[config.mk]
export PLATFORM = sky130hd
export DESIGN_NAME = prio_vector_unit
export DESIGN_NICKNAME = d
export VERILOG_FILES = /design/src/rtl/pvu_pkg.sv /design/src/rtl/pvu_control.sv /design/src/rtl/pvu_datapath.sv /design/src/rtl/prio_vector_unit.sv
export SDC_FILE = /design/constraint.sdc
export NUM_CORES = 1
export LEC_CHECK = 0
export BUFFER_PORTS_ARGS = -buffer_cell sky130_fd_sc_hd__buf_2
export CAP_MARGIN = 20
export CORE_AREA = 2 2 87 68
export CTS_BUF_LIST = sky130_fd_sc_hd__clkbuf_16
export DETAILED_ROUTE_END_ITERATION = 8
export DIE_AREA = 0 0 89 70
export PLACE_DENSITY = 0.68
export SLEW_MARGIN = 20
export SYNTH_ARGS = -nofsm -noshare
export SYNTH_HDL_FRONTEND = slang
export SYNTH_HIERARCHICAL = 1
export SYNTH_SLANG_ARGS = --single-unit
[constraint.sdc]
create_clock -name clk -period 2.1 [get_ports clk]
set_input_delay 0.21 -clock clk [delete_from_list [all_inputs] [get_ports clk]]
set_output_delay 0.21 -clock clk [all_outputs]
set_load 0.01 [all_outputs]
[src/rtl/pvu_pkg.sv]
package pvu_pkg;

  // Strobes from control to datapath.
  typedef struct packed {
    logic load;   // capture winner index, address and acknowledge
  } pvuStrobes_t;

endpackage

[src/rtl/pvu_control.sv]
module pvu_control
  import pvu_pkg::*;
(
  input  logic        clk,
  input  logic        rstN,
  input  logic        anyReq,
  input  logic        instrBoundary,
  input  logic        retStrobe,
  input  logic        seiStrobe,
  input  logic        cliStrobe,
  output pvuStrobes_t strobes,
  output logic        takePulse,
  output logic        globalEnable
);

  logic holdoff;
  logic takeNow;

  // Eligible only on a boundary, enabled, outside holdoff, not on a return.
  assign takeNow = instrBoundary && globalEnable && !holdoff && !retStrobe && anyReq;
  assign strobes.load = takeNow;

  always_ff @(posedge clk) begin
    if (!rstN) begin
      globalEnable <= 1'b0;
      holdoff      <= 1'b0;
      takePulse    <= 1'b0;
    end else begin
      takePulse <= takeNow;
      if (takeNow)        globalEnable <= 1'b0;
      else if (retStrobe) globalEnable <= 1'b1;
      else if (cliStrobe) globalEnable <= 1'b0;
      else if (seiStrobe) globalEnable <= 1'b1;
      if (retStrobe)          holdoff <= 1'b1;
      else if (instrBoundary) holdoff <= 1'b0;
    end
  end

  assert_take_clears_enable_R3: assert property (@(posedge clk) disable iff (!rstN)
    takePulse |-> !globalEnable);
  assert_single_cycle_take_R3: assert property (@(posedge clk) disable iff (!rstN)
    takePulse |=> !takePulse);
  assert_take_on_boundary_R2: assert property (@(posedge clk) disable iff (!rstN)
    !instrBoundary |=> !takePulse);
  assert_blocked_when_disabled_R4: assert property (@(posedge clk) disable iff (!rstN)
    !globalEnable |=> !takePulse);
  assert_no_take_after_return_R6: assert property (@(posedge clk) disable iff (!rstN)
    retStrobe |=> !takePulse);

endmodule

[src/rtl/pvu_datapath.sv]
module pvu_datapath
  import pvu_pkg::*;
#(
  parameter int NUM_REQ    = 32,
  parameter int ADDR_W     = 16,
  parameter int SLOT_LOG2  = 1,
  parameter logic [ADDR_W-1:0] BOOT_BASE = 16'hF000,
  localparam int IDX_W = (NUM_REQ > 1) ? $clog2(NUM_REQ) : 1
)(
  input  logic               clk,
  input  logic               rstN,
  input  logic [NUM_REQ-1:0] reqPending,
  input  logic               bootSelect,
  input  pvuStrobes_t        strobes,
  output logic               anyReq,
  output logic [IDX_W-1:0]   takeIndex,
  output logic [ADDR_W-1:0]  vectorAddr,
  output logic [NUM_REQ-1:0] ackOneHot
);

  logic [IDX_W-1:0]   winIdx;
  logic [NUM_REQ-1:0] winDecode;
  logic [ADDR_W-1:0]  baseAddr;
  logic [ADDR_W-1:0]  nextAddr;

  assign anyReq = |reqPending;

  // Lowest index wins: scan from the top so the last hit is the smallest.
  always_comb begin
    winIdx = '0;
    for (int i = NUM_REQ - 1; i >= 0; i--) begin
      if (reqPending[i]) winIdx = IDX_W'(i);
    end
  end

  for (genvar g = 0; g < NUM_REQ; g++) begin : gDecode
    assign winDecode[g] = (winIdx == IDX_W'(g));
  end

  assign baseAddr = bootSelect ? BOOT_BASE : '0;
  assign nextAddr = baseAddr + (ADDR_W'(winIdx) << SLOT_LOG2);

  always_ff @(posedge clk) begin
    if (!rstN) begin
      takeIndex  <= '0;
      vectorAddr <= '0;
      ackOneHot  <= '0;
    end else begin
      ackOneHot <= strobes.load ? winDecode : '0;
      if (strobes.load) begin
        takeIndex  <= winIdx;
        vectorAddr <= nextAddr;
      end
    end
  end

  assert_ack_onehot_R3: assert property (@(posedge clk) disable iff (!rstN)
    $onehot0(ackOneHot));
  assert_ack_matches_index_R1: assert property (@(posedge clk) disable iff (!rstN)
    (ackOneHot != '0) |-> ackOneHot[takeIndex]);
  assert_ack_was_pending_R1: assert property (@(posedge clk) disable iff (!rstN)
    strobes.load |=> ((ackOneHot & $past(reqPending)) != '0));
  assert_index_held_R10: assert property (@(posedge clk) disable iff (!rstN)
    !strobes.load |=> ($stable(takeIndex) && $stable(vectorAddr)));

endmodule

[src/rtl/prio_vector_unit.sv]
module prio_vector_unit
  import pvu_pkg::*;
#(
  parameter int NUM_REQ    = 32,
  parameter int ADDR_W     = 16,
  parameter int SLOT_LOG2  = 1,
  parameter logic [ADDR_W-1:0] BOOT_BASE = 16'hF000,
  localparam int IDX_W = (NUM_REQ > 1) ? $clog2(NUM_REQ) : 1
)(
  input  logic               clk,
  input  logic               rstN,
  input  logic [NUM_REQ-1:0] reqPending,
  input  logic               instrBoundary,
  input  logic               retStrobe,
  input  logic               seiStrobe,
  input  logic               cliStrobe,
  input  logic               bootSelect,
  output logic               takePulse,
  output logic [IDX_W-1:0]   takeIndex,
  output logic [ADDR_W-1:0]  vectorAddr,
  output logic [NUM_REQ-1:0] ackOneHot,
  output logic               globalEnable
);

  pvuStrobes_t strobes;
  logic        anyReq;

  pvu_control uCtrl (
    .clk           (clk),
    .rstN          (rstN),
    .anyReq        (anyReq),
    .instrBoundary (instrBoundary),
    .retStrobe     (retStrobe),
    .seiStrobe     (seiStrobe),
    .cliStrobe     (cliStrobe),
    .strobes       (strobes),
    .takePulse     (takePulse),
    .globalEnable  (globalEnable)
  );

  pvu_datapath #(
    .NUM_REQ   (NUM_REQ),
    .ADDR_W    (ADDR_W),
    .SLOT_LOG2 (SLOT_LOG2),
    .BOOT_BASE (BOOT_BASE)
  ) uPath (
    .clk        (clk),
    .rstN       (rstN),
    .reqPending (reqPending),
    .bootSelect (bootSelect),
    .strobes    (strobes),
    .anyReq     (anyReq),
    .takeIndex  (takeIndex),
    .vectorAddr (vectorAddr),
    .ackOneHot  (ackOneHot)
  );

  // outputs quiet in the first cycle after reset release
  assert_quiet_after_reset_R8: assert property (@(posedge clk)
    $rose(rstN) |-> (!takePulse && ackOneHot == '0 && !globalEnable));

endmodule

==> flow_summary.yaml <==
detailed_routing:
  via_count: 1785
  wl_per_cell_um: 11.9
  drt_first_pass_iters: 4
  drc: 0
  vias_per_cell: 4.65
  final_antenna_net_count: 0
  wirelength_mm: 4.57
  drtIter0Drc: 49
synth:
  synth_enable_flop_cells: 0
  yosysWarnings: 6
  ys.flop_type: "dfxtp_1"
  ys_ff_latch: 41
  ys_types: 43
  yosysSeqAreaShare_pct: 44.6
  async_reset_ff_share_pct: 0
  avgSynthCellArea_um2: 8.85
  syn-cell-area_um2: 1840
  synth_cells: 208
setup_path:
  r2r_start: "uCtrl/globalEnable"
  cp-startpoint: "reqPending[24]"
  cp-end-kind: "register"
  worstSetupPathType: "in -> reg"
  ff2ff_path_depth: 6
  r2r-end: "uPath/ackOneHot[29]"
  crit_path_max_fanout: 6
  reg2reg_slack_ps: 520
  crit_path_start_kind: "primary input"
  required_ps: 2260
  worstPathArrival_ps: 1920
floorplan:
  io_pins: 94
  die_h_um: 70
  fp.dieArea_um2: 6230
  core_area_um2: 5530
  initial_core_util_pct: 33.3
  die_w_um: 89
  rows: 24
clocking:
  cts_tree: "yes"
  cts-root-buf: "clkbuf_16"
  numCtsBuffers: 5
  cts_setup_buffers: 0
  hold_buffers: 0
  clkSlewWorstSetupHoldPaths_ps: 60
  clock_sinks: 41
  cts_max_level: 2
  clk_path_buf_depth: 2
  ctsResizeCount: 0
  clock_latency_ps: 280
place:
  io_buffers: 86
  gp_congestion: 0.876
  place_hpwl_mm: 3.59
  place_inst: 376
timing:
  post-route-min-period_ps: 1760
  timing.fmax_mhz: 568
  maxSlewViolCount: 0
  holdWs_ps: 161
  final-hold-violation-count: 0
  fin_tns_setup_ps: 0
  finalSetupViolCount: 0
  rsz0062_at_grt: "no"
  finalClockSkew_ps: 2.25
  min_period_over_period_pct: 83.9
pwr:
  p_sw_share_pct: 23.0
  p_sw_mw: 0.386
  peakVddDrop_mv: 0.278
  power_frac_seq_pct: 46.9
  power_density_nw_per_um2: 663
  p_clk_share_pct: 42.9
  comb_power_share_pct: 10.2
  intPower_mw: 1.29
  leakagePower_nw: 1.15
cells_and_area:
  nets: 344
  layout-drive-gt1-share_pct: 42.2
  instances_no_fill: 384
  final_cell_mix: "buf_2, dfxtp_1, nor2_1"
  final_util_pct: 45.7
  area_delta_synth_final_pct: 37.2
  diodes: 0
  fill_cells: 576
  final_common_cell: "buf_2"
status:
  status: "completed"
min_path:
  hp-class: "in -> reg"
  min_from: "reqPending[0]"
  holdPathEnd: "uPath/ackOneHot[1]"
  holdPathStages: 2
global_routing:
  grt_first_pass_wirelength_mm: 7.33
  first_global_vias: 1590
  antenna_found_initial: 0
  gr-total-overflow: 0
  grt_max_degree: 14
  grt_usage_pct: 15.3
run:
  drv_cap: 0
==> final cells by class <==
type	count	area [um2]	area share, %
Inverter	6	22.5	0.891
Timing Repair Buffer	102	551	21.8
Tap cell	78	97.6	3.86
Clock buffer	5	125	4.95
Multi-Input combinational cell	149	893	35.3
Sequential cell	41	821	32.5
Clock inverter	3	17.5	0.693
==> power by group through the flow <==
stage | clock network, mW | logic [mW] | registers [mW]
2_1_floorplan | 0 | 0.0864 | 0.805
3_3_place_gp | 0 | 0.169 | 0.804
3_5_place_dp | 0 | 0.171 | 0.803
4_1_cts | 0.734 | 0.171 | 0.786
5_1_grt | 0.770 | 0.190 | 0.787
6_report | 0.718 | 0.171 | 0.786
==> worst max-delay path by stage <==
stage | slack, ps | end | cells past startpoint
after floorplan | 190 | uPath/takeIndex[3] | 9
after global placement | 100 | uPath/ackOneHot[17] | 11
after detailed placement | 50 | uPath/ackOneHot[23] | 11
after CTS | 340 | uPath/ackOneHot[23] | 11
after global routing | 160 | uPath/takeIndex[0] | 10
final | 340 | uPath/ackOneHot[17] | 11
==> state kept, by name, indices dropped and copies added (netlist names) <==
signal / count
uPath/ackOneHot: 32
uPath/takeIndex: 4
uPath/vectorAddr: 2
uCtrl/globalEnable: 1
uCtrl/holdoff: 1
uCtrl/takePulse: 1
==> worst max-delay path: stages <==
cell and delay, ps:
buf_2 120, or4_4 540, nor2b_2 150, nand3_1 100, nand2b_1 200, nand4b_4 100
nor2_2 70, nand2_1 130, a21oi_1 60, nand3b_1 180, nor3_1 70
==> per-layer routing <==
| layer | up-vias | track usage (%) | part of all wire, % | wire length [um] |
|---|---|---|---|---|
| met5 | - | 0 | 0 | 0 |
| met4 | 0 | 4.64 | 0.81 | 37 |
| met3 | 4 | 3.90 | 7.6 | 347 |
| met2 | 73 | 22.7 | 42 | 1920 |
| met1 | 805 | 21.8 | 50 | 2260 |
| li1 | 903 | - | - | - |
==> logic make-up after synthesis <==
kind of cell	count (synthesis)	share of synthesized area (%)
buffers and inverters	24	8.15
DFF	41	44.6
and+or+nand+nor	110	35.1
other	1	0.204
AOI/OAI and AO/OA	30	10.9
muxes	2	1.09
==> through the flow <==
step	total power [mW]	cell area (um2)	setup WS, ps
finish	1.67	2530	339
global route	1.75	2530	156
CTS	1.69	2530	341
floorplan	0.891	1860	191
detailed placement	0.974	2380	50.7
global placement	0.972	2380	100
==> synthesized netlist by cell type (all sizes together), types with 3 or more instances <==
master / number / area share (%)
nor2: 39 / 8.5
o31a: 3 / 1.4
a21boi: 3 / 1.2
o21ai: 8 / 2.2
nand4: 4 / 1.7
dfxtp: 41 / 45
nand2b: 7 / 2.4
buf: 16 / 6.5
nand3: 5 / 1.4
nor2b: 6 / 2.2
nand2: 11 / 2.4
or4: 4 / 2.4
nor4: 12 / 5.4
inv: 6 / 1.2
a21oi: 6 / 1.8
nor3: 13 / 4.3
Power figures use the tool's default switching activity.
